## config.mk

```make
export PLATFORM = sky130hd
export DESIGN_NAME = paged_ram_window
export DESIGN_NICKNAME = d
export VERILOG_FILES = /design/src/rtl/pgw_pkg.sv /design/src/rtl/pgw_rst_sync.sv /design/src/rtl/pgw_page_regs.sv /design/src/rtl/pgw_window_decode.sv /design/src/rtl/paged_ram_window.sv
export SDC_FILE = /design/constraint.sdc
export NUM_CORES = 1
export LEC_CHECK = 0
export ABC_CLOCK_PERIOD_IN_PS = 1070
export BUFFER_PORTS_ARGS = -buffer_cell sky130_fd_sc_hd__buf_2
export CORE_ASPECT_RATIO = 2
export CORE_UTILIZATION = 30
export CTS_BUF_LIST = sky130_fd_sc_hd__clkbuf_4
export CTS_CLUSTER_SIZE = 20
export DETAILED_ROUTE_END_ITERATION = 10
export PLACE_DENSITY = 0.7
export RECOVER_POWER = 25
export SLEW_MARGIN = 30
export SYNTH_ARGS = -nofsm -noshare
export SYNTH_HDL_FRONTEND = slang
export SYNTH_SLANG_ARGS = --single-unit
```

## constraint.sdc

```tcl
create_clock -name clk -period 1.07 [get_ports clk]
set_input_delay 0.1605 -clock clk [delete_from_list [all_inputs] [get_ports clk]]
set_output_delay 0.1605 -clock clk [all_outputs]
set_load 0.005 [all_outputs]
```

## src/rtl/pgw_pkg.sv

```systemverilog
package pgw_pkg;

  // decoded view of one CPU bus cycle
  typedef struct packed {
    logic win_hit;   // address falls inside the paged window
    logic rd;
    logic wr;
  } pgw_access_t;

  function automatic logic addr_match(input logic [15:0] a, input logic [15:0] target);
    return (a == target);
  endfunction

endpackage

```

## src/rtl/pgw_rst_sync.sv

```systemverilog
module pgw_rst_sync #(
  parameter int STAGES = 2
) (
  input  logic clk,
  input  logic rst_n,
  output logic rst_sync_n
);
  logic [STAGES-1:0] sync_q;

  always_ff @(posedge clk or negedge rst_n) begin
    if (!rst_n) sync_q <= '0;
    else        sync_q <= {sync_q[STAGES-2:0], 1'b1};
  end

  assign rst_sync_n = sync_q[STAGES-1];
endmodule

```

## src/rtl/pgw_page_regs.sv

```systemverilog
module pgw_page_regs
  import pgw_pkg::*;
#(
  parameter int          CPU_AW   = 16,
  parameter int          MID_W    = 8,
  parameter int          HI_W     = 4,
  parameter logic [15:0] MID_ADDR = 16'hD1E0,
  parameter logic [15:0] HI_ADDR  = 16'hD1E2
) (
  input  logic              clk,
  input  logic              rst_n,
  input  logic [CPU_AW-1:0] cpu_addr,
  input  logic              cpu_wr,
  input  logic [MID_W-1:0]  wdata_mid,
  input  logic [HI_W-1:0]   wdata_hi,
  input  logic              wdata_en,
  output logic [MID_W-1:0]  page_mid,
  output logic [HI_W-1:0]   page_hi,
  output logic              enable
);
  logic             ld_mid, ld_hi;
  logic [MID_W-1:0] mid_q, mid_d;
  logic [HI_W-1:0]  hi_q, hi_d;
  logic             en_q, en_d;

  // next-state
  always_comb begin
    ld_mid = cpu_wr && addr_match(cpu_addr, MID_ADDR);
    ld_hi  = cpu_wr && addr_match(cpu_addr, HI_ADDR);
    mid_d  = mid_q;
    hi_d   = hi_q;
    en_d   = en_q;
    if (ld_mid) mid_d = wdata_mid;
    if (ld_hi) begin
      hi_d = wdata_hi;
      en_d = wdata_en;
    end
  end

  // registers
  always_ff @(posedge clk or negedge rst_n) begin
    if (!rst_n) begin
      mid_q <= '0;
      hi_q  <= '0;
      en_q  <= 1'b0;
    end else begin
      mid_q <= mid_d;
      hi_q  <= hi_d;
      en_q  <= en_d;
    end
  end

  assign page_mid = mid_q;
  assign page_hi  = hi_q;
  assign enable   = en_q;

  // middle page byte only changes on its own write
  a_r2_mid_hold: assert property (@(posedge clk) disable iff (!rst_n)
    !ld_mid |=> $stable(mid_q));
  // high nibble and enable only change on the 0xD1E2 write
  a_r3_hi_hold: assert property (@(posedge clk) disable iff (!rst_n)
    !ld_hi |=> ($stable(hi_q) && $stable(en_q)));
  // enable captures data bit on load
  a_r3_en_load: assert property (@(posedge clk) disable iff (!rst_n)
    ld_hi |=> (en_q == $past(wdata_en)));
endmodule

```

## src/rtl/pgw_window_decode.sv

```systemverilog
module pgw_window_decode
  import pgw_pkg::*;
#(
  parameter int         CPU_AW = 16,
  parameter int         OFF_W  = 8,
  parameter int         DW     = 8,
  parameter logic [7:0] WIN_HI = 8'hD6
) (
  input  logic              clk,
  input  logic              rst_n,
  input  logic [CPU_AW-1:0] cpu_addr,
  input  logic              cpu_rd,
  input  logic              cpu_wr,
  input  logic              enable,
  input  logic [DW-1:0]     mem_rdata,
  output logic              mem_cs,
  output logic              mem_we,
  output logic              rd_oe,
  output logic [DW-1:0]     rd_data
);
  localparam int SEL_W = CPU_AW - OFF_W;

  pgw_access_t acc;

  always_comb begin
    acc.win_hit = (cpu_addr[CPU_AW-1:OFF_W] == WIN_HI[SEL_W-1:0]);
    acc.rd      = cpu_rd;
    acc.wr      = cpu_wr;
    mem_cs      = enable && acc.win_hit && (acc.rd || acc.wr);
    mem_we      = enable && acc.win_hit && acc.wr;
    rd_oe       = enable && acc.win_hit && acc.rd;
    rd_data     = rd_oe ? mem_rdata : '0;
  end

  // input assumption: one strobe per bus cycle
  a_r8_single_strobe: assert property (@(posedge clk) disable iff (!rst_n)
    !(cpu_rd && cpu_wr));
  // a read never produces a memory write
  a_r8_rd_no_we: assert property (@(posedge clk) disable iff (!rst_n)
    cpu_rd |-> !mem_we);
  // disabled window never selects memory
  a_r5_off_no_cs: assert property (@(posedge clk) disable iff (!rst_n)
    !enable |-> (!mem_cs && !rd_oe));
endmodule

```

## src/rtl/paged_ram_window.sv

```systemverilog
module paged_ram_window
  import pgw_pkg::*;
#(
  parameter int          CPU_AW   = 16,
  parameter int          DW       = 8,
  parameter int          MEM_AW   = 20,
  parameter int          OFF_W    = 8,
  parameter int          EN_BIT   = 5,
  parameter logic [15:0] MID_ADDR = 16'hD1E0,
  parameter logic [15:0] HI_ADDR  = 16'hD1E2,
  parameter logic [7:0]  WIN_HI   = 8'hD6
) (
  input  logic              clk,
  input  logic              rst_n,
  input  logic [CPU_AW-1:0] cpu_addr,
  input  logic [DW-1:0]     cpu_wdata,
  input  logic              cpu_rd,
  input  logic              cpu_wr,
  output logic [DW-1:0]     cpu_rdata,
  output logic              cpu_rdata_oe,
  output logic [MEM_AW-1:0] mem_addr,
  output logic              mem_cs,
  output logic              mem_we,
  output logic [DW-1:0]     mem_wdata,
  input  logic [DW-1:0]     mem_rdata,
  output logic              led_on
);
  localparam int MID_W = DW;
  localparam int HI_W  = MEM_AW - OFF_W - MID_W;

  logic             rst_sync_n;
  logic [MID_W-1:0] page_mid;
  logic [HI_W-1:0]  page_hi;
  logic             enable;

  pgw_rst_sync #(.STAGES(2)) u_rst (
    .clk        (clk),
    .rst_n      (rst_n),
    .rst_sync_n (rst_sync_n)
  );

  pgw_page_regs #(
    .CPU_AW  (CPU_AW), .MID_W (MID_W), .HI_W (HI_W),
    .MID_ADDR(MID_ADDR), .HI_ADDR(HI_ADDR)
  ) u_regs (
    .clk       (clk),
    .rst_n     (rst_sync_n),
    .cpu_addr  (cpu_addr),
    .cpu_wr    (cpu_wr),
    .wdata_mid (cpu_wdata),
    .wdata_hi  (cpu_wdata[HI_W-1:0]),
    .wdata_en  (cpu_wdata[EN_BIT]),
    .page_mid  (page_mid),
    .page_hi   (page_hi),
    .enable    (enable)
  );

  pgw_window_decode #(
    .CPU_AW(CPU_AW), .OFF_W(OFF_W), .DW(DW), .WIN_HI(WIN_HI)
  ) u_dec (
    .clk       (clk),
    .rst_n     (rst_sync_n),
    .cpu_addr  (cpu_addr),
    .cpu_rd    (cpu_rd),
    .cpu_wr    (cpu_wr),
    .enable    (enable),
    .mem_rdata (mem_rdata),
    .mem_cs    (mem_cs),
    .mem_we    (mem_we),
    .rd_oe     (cpu_rdata_oe),
    .rd_data   (cpu_rdata)
  );

  assign mem_addr  = {page_hi, page_mid, cpu_addr[OFF_W-1:0]};
  assign mem_wdata = cpu_wdata;
  assign led_on    = enable;

  // memory is selected only while the indicator shows enabled
  a_r4_cs_needs_led: assert property (@(posedge clk) disable iff (!rst_sync_n)
    mem_cs |-> led_on);
  // bus is driven only for reads
  a_r6_oe_needs_rd: assert property (@(posedge clk) disable iff (!rst_sync_n)
    cpu_rdata_oe |-> (cpu_rd && mem_cs));
  // a read cycle never moves the page bits
  a_r7_rd_keeps_page: assert property (@(posedge clk) disable iff (!rst_sync_n)
    (cpu_rd && !cpu_wr) |=> $stable(mem_addr[MEM_AW-1:OFF_W]));
endmodule

```

After elaboration in Yosys (flattened, before gate mapping):

Cells that the tools add are included.

* flip-flop bits (word level): 15
* input bits: 36
* output and inout bits: 40
* logic and storage cells: 15

* equal/unequal tests: 3
* mux-type cells: 1
* reductions and logical operators: 7

Operators by type and width (count)
* 16-bit == test, second input constant: 2
* 8-bit == test, second input constant: 1
* 8-bit two-way mux: 1
* 1-bit logical AND: 6
* 1-bit logical OR: 1

Logic depth before layout (Yosys ltp):

* word-level depth: 4
* gate-level depth with buffers: 5
* gate-level depth less buffers: 4

Modules after synthesis:

A second synthesis with hierarchy kept.

* cell total of the unflattened synthesis: 82
* area total of the unflattened synthesis: 935.9 um2

Modules (own cells, without submodules)
* pgw_page_regs: times used 1, cells each 35, area an instance 596.8 um2
* pgw_window_decode: times used 1, cells each 28, area an instance 165.2 um2
* paged_ram_window: times used 1, cells each 16, area an instance 120.1 um2
* pgw_rst_sync: times used 1, cells each 3, area an instance 53.8 um2

Least setup slack after synthesis:

Ideal clock, no wire load.

* path type: input -> register
* from: input cpu_addr[4]
* to: register u_regs.mid_q[0] (netlist: u_regs.page_mid[0])
* setup time: 0.125 ns
* data arrival time: 1.230 ns
* slack: -0.285 ns
* stages on the path: 5
* path buffers: 1
* path through: nand4b_1 nor4b_2 and4b_1 buf_4 mux2_2

* word-level cells in the longest chain between the ends: 2

Ends and longest elaborated chain
* start, declared: RTL line paged_ram_window.sv:15 `input logic [CPU_AW-1:0] cpu_addr,`
* 16-bit == test: RTL line pgw_pkg.sv:11 `return (a == target);`
* 1-bit logical AND: RTL line pgw_page_regs.sv:28 `ld_mid = cpu_wr && addr_match(cpu_addr, MID_ADDR);`
* end signal, assigned: RTL line pgw_page_regs.sv:47 `mid_q <= mid_d;`
* end, declared: RTL line pgw_page_regs.sv:22 `logic [MID_W-1:0] mid_q, mid_d;`

No other way between the ends.
A chain may end at the register's enable or synchronous reset.

Final worst setup path:

* from: register u_regs.en_q (netlist: u_regs.enable)
* to: output cpu_rdata[3]

* word-level cells in the longest chain between the ends: 3

Ends and longest elaborated chain
* start, declared: RTL line pgw_page_regs.sv:24 `logic en_q, en_d;`
* start signal, assigned: RTL line pgw_page_regs.sv:49 `en_q <= en_d;`
* 1-bit logical AND (2 in a row): RTL line pgw_window_decode.sv:31 `rd_oe = enable && acc.win_hit && acc.rd;`
* 8-bit two-way mux: RTL line pgw_window_decode.sv:32 `rd_data = rd_oe ? mem_rdata : '0;`
* end, declared: RTL line paged_ram_window.sv:19 `output logic [DW-1:0] cpu_rdata,`

No other way between the ends.

==> impl_metrics.yaml <==
run_status:
  status: "finished, violations left"
  failed_checks: "setup timing"
routing:
  dr.first_iter.drc_count: 4
  wl_mm: 2.134
  avgRoutedWirePerCell_microns: 12.70
  routed-wl-met2_mm: 1.196
  met1Wirelength_microns: 685
  ant_nets: 0
  via_count: 779
  viasPerCell: 4.637
  route.detailed.drc: 0
  dr.pass1.iters: 2
  top_layer_used: "met3"
  wl_met3_microns: 252
clock_network:
  clock-sinks: 15
  htree_levels: 1
  cts_tree: "built"
  clk-insertion-delay-late_ns: 0.27
  numCtsBuffers: 3
  clock_tree.buffer_depth: 2
  clkTransAtPathRegs_ns: 0.09
  cts-root-buf: "clkbuf_4"
timing:
  min_period_ns: 1.626
  drv_slew: 0
  rsz0062_at_grt: "yes"
  slew_headroom: 0.6513
  hold_viol: 0
  min_period_over_period: 1.519
  fin_skew_ns: 0.003029
  max_freq_mhz: 615.2
  hold_ws_ns: 0.1234
  worst_pin_slew_ns: 0.5231
  setup_viol: 24
  worst_slack_ns: -0.5555
global_routing:
  gr-total-overflow: 0
  antenna_found_initial: 0
  gr-usage-all-layers: 0.1455
  grt_max_degree: 14
  grt_first_pass_wirelength_mm: 3.049
  grt_pass1_vias: 765
place:
  placed_cells: 162
  gp_congestion: 0.6685
  port_buffers: 75
  dp_hpwl_mm: 1.762
  place_area_sq_um: 1145
floorplan:
  die-height_microns: 75.46
  die_w_microns: 38.73
  start_util: 0.3150
  core_area_sq_um: 2570
  io_pins: 76
  rows: 26
  dieArea_sq_um: 2923
worst_setup_path:
  crit_required_ns: 0.91
  cp_cell_sequence: "and4b_1 > nand4_1 > nor2_4 > and2_1 > buf_2"
  critPathMaxStageDelay_ns: 0.35
  critPathBufInv: 1
  setup.worst_path.start_class: "flip-flop"
  crit_type: "flip-flop to output pin"
  worst_path_max_delay_cell: "dfrtp_1"
  critPathCaptureType: "output pin"
  crit_fanout: 9
  cp.arrival_ns: 1.47
  cp_top_family: "simple AND/OR/NAND/NOR gates"
cells_and_area:
  antenna_cells: 0
  drive_gt1_frac: 0.6929
  finalNetCount: 177
  syn_to_final_growth_pct: 51.62
  post_layout_nonfiller_instances: 168
  postLayoutCellArea_sq_um: 1227
  final_common_cell: "buf_2"
  layout_common_cells: "buf_2, dfrtp_1, and2_1, mux2_4"
yosys:
  synth_top_cell_by_area: "dfrtp_1"
  synth-seq-cells: 15
  synth.area.top_cells: "dfrtp_1, mux2_2, buf_4"
  avgSynthCellArea_sq_um: 11.56
  ys_seq_area_frac: 0.4637
  synth_cells: 70
  synthDominantCellAreaShare: 0.4637
  syn_area_sq_um: 809.5
  synthDistinctLibCells: 15
  syn-num-nets: 106
  synth_warnings: 0
flow_run:
  drv_cap: 0
worst_hold_path:
  hold_path_class: "input pin to flip-flop"
power_and_ir_drop:
  cellPowerDensity_nw_per_um2: 856.8
  cellLeakagePower_nw: 0.7394
  ir_drop_uv: 722.2
[cells in the mapped netlist]
cell type and instances:
nor2b_1 2, a21oi_1 1, and2_1 8, and4b_1 2, inv_1 2, dfrtp_1 15
nor3b_1 1, nand4_1 2, nand4b_1 1, and3_1 1, nor4b_2 1, nor2_1 3
buf_4 17, mux2_2 13, conb_1 1
[routing by layer]
metal	track usage	vias to the layer above
met1	0.1257	352
met2	0.3148	69
met4	0.03448	0
met5	0	-
li1	-	358
met3	0.01458	0
[metrics by stage]
step | setup TNS [ns] | total power [mW] | setup slack (ns) | util
floorplan | -3.864 | 0.6518 | -0.2776 | -
global placement | -7.099 | 0.7215 | -0.4632 | 0.4455
detailed placement | -7.632 | 0.7241 | -0.4785 | 0.4455
CTS | -7.929 | 1.067 | -0.5675 | 0.4825
global route | -9.782 | 1.096 | -0.6588 | 0.4776
finish | -7.558 | 1.052 | -0.5555 | 0.4776
[worst register-to-register path, cell delays in order, from the launching register on]
cell     delay, ns
dfrtp_1       0.38
buf_4         0.13
mux2_2        0.25
[where the power goes]
part,internal [mW],switching (mW),total (mW)
registers,0.570,0.00965,0.580
logic,0.0778,0.0562,0.134
clock network,0.170,0.168,0.338
[final cells by class]
class | count | area [sq um]
Fill cell | 251 | 1343
Timing Repair Buffer | 83 | 439.2
Sequential cell | 15 | 375.4
Multi-Input combinational cell | 36 | 340.3
Tap cell | 28 | 35.03
Clock buffer | 4 | 30.03
Inverter | 2 | 7.507
[cell families (layout without fill, tap and decap cells)]
family | count (synthesis) | in the layout | share of synthesized area
and+or+nand+nor | 21 | 21 | 0.1777
buffers and inverters | 19 | 89 | 0.1669
DFF | 15 | 15 | 0.4637
muxes | 13 | 13 | 0.1808
other | 1 | 1 | 0.004632
AOI/OAI and AO/OA | 1 | 1 | 0.006176
[state kept, by name, summed over array words and instances, names as in the netlist]
register / count
u_regs.enable: 1
u_regs.page_hi: 4
u_regs.page_mid: 8
u_rst.sync_q: 2
[final timing paths]
path,depth (start not counted),startpoint,to,slack (ns)
worst max-delay path,5,u_regs.enable$_DFFE_PN0P_,cpu_rdata[3],-0.56
worst min-delay path,2,cpu_wdata[7],u_regs.page_mid[7]$_DFFE_PN0P_,0.12
worst max register to register,2,u_regs.enable$_DFFE_PN0P_,u_regs.enable$_DFFE_PN0P_,0.20
worst min register to register,0,u_rst.sync_q[1]$_DFF_PN0_,u_regs.page_mid[4]$_DFFE_PN0P_,0.21
max in group asynchronous,0,u_rst.sync_q[1]$_DFF_PN0_,u_regs.page_hi[2]$_DFFE_PN0P_,0.51
min in group asynchronous,0,u_rst.sync_q[1]$_DFF_PN0_,u_regs.page_mid[4]$_DFFE_PN0P_,0.21
[what timing repair did]
item	in CTS	in global routing
buffers inserted	1	0
endpoints found under the hold margin	2	0
pin swaps	2	1
gates resized for setup	12	0
endpoints found under the setup margin	25	25
hold buffers	1	0
(Power assumes the default switching activity.)
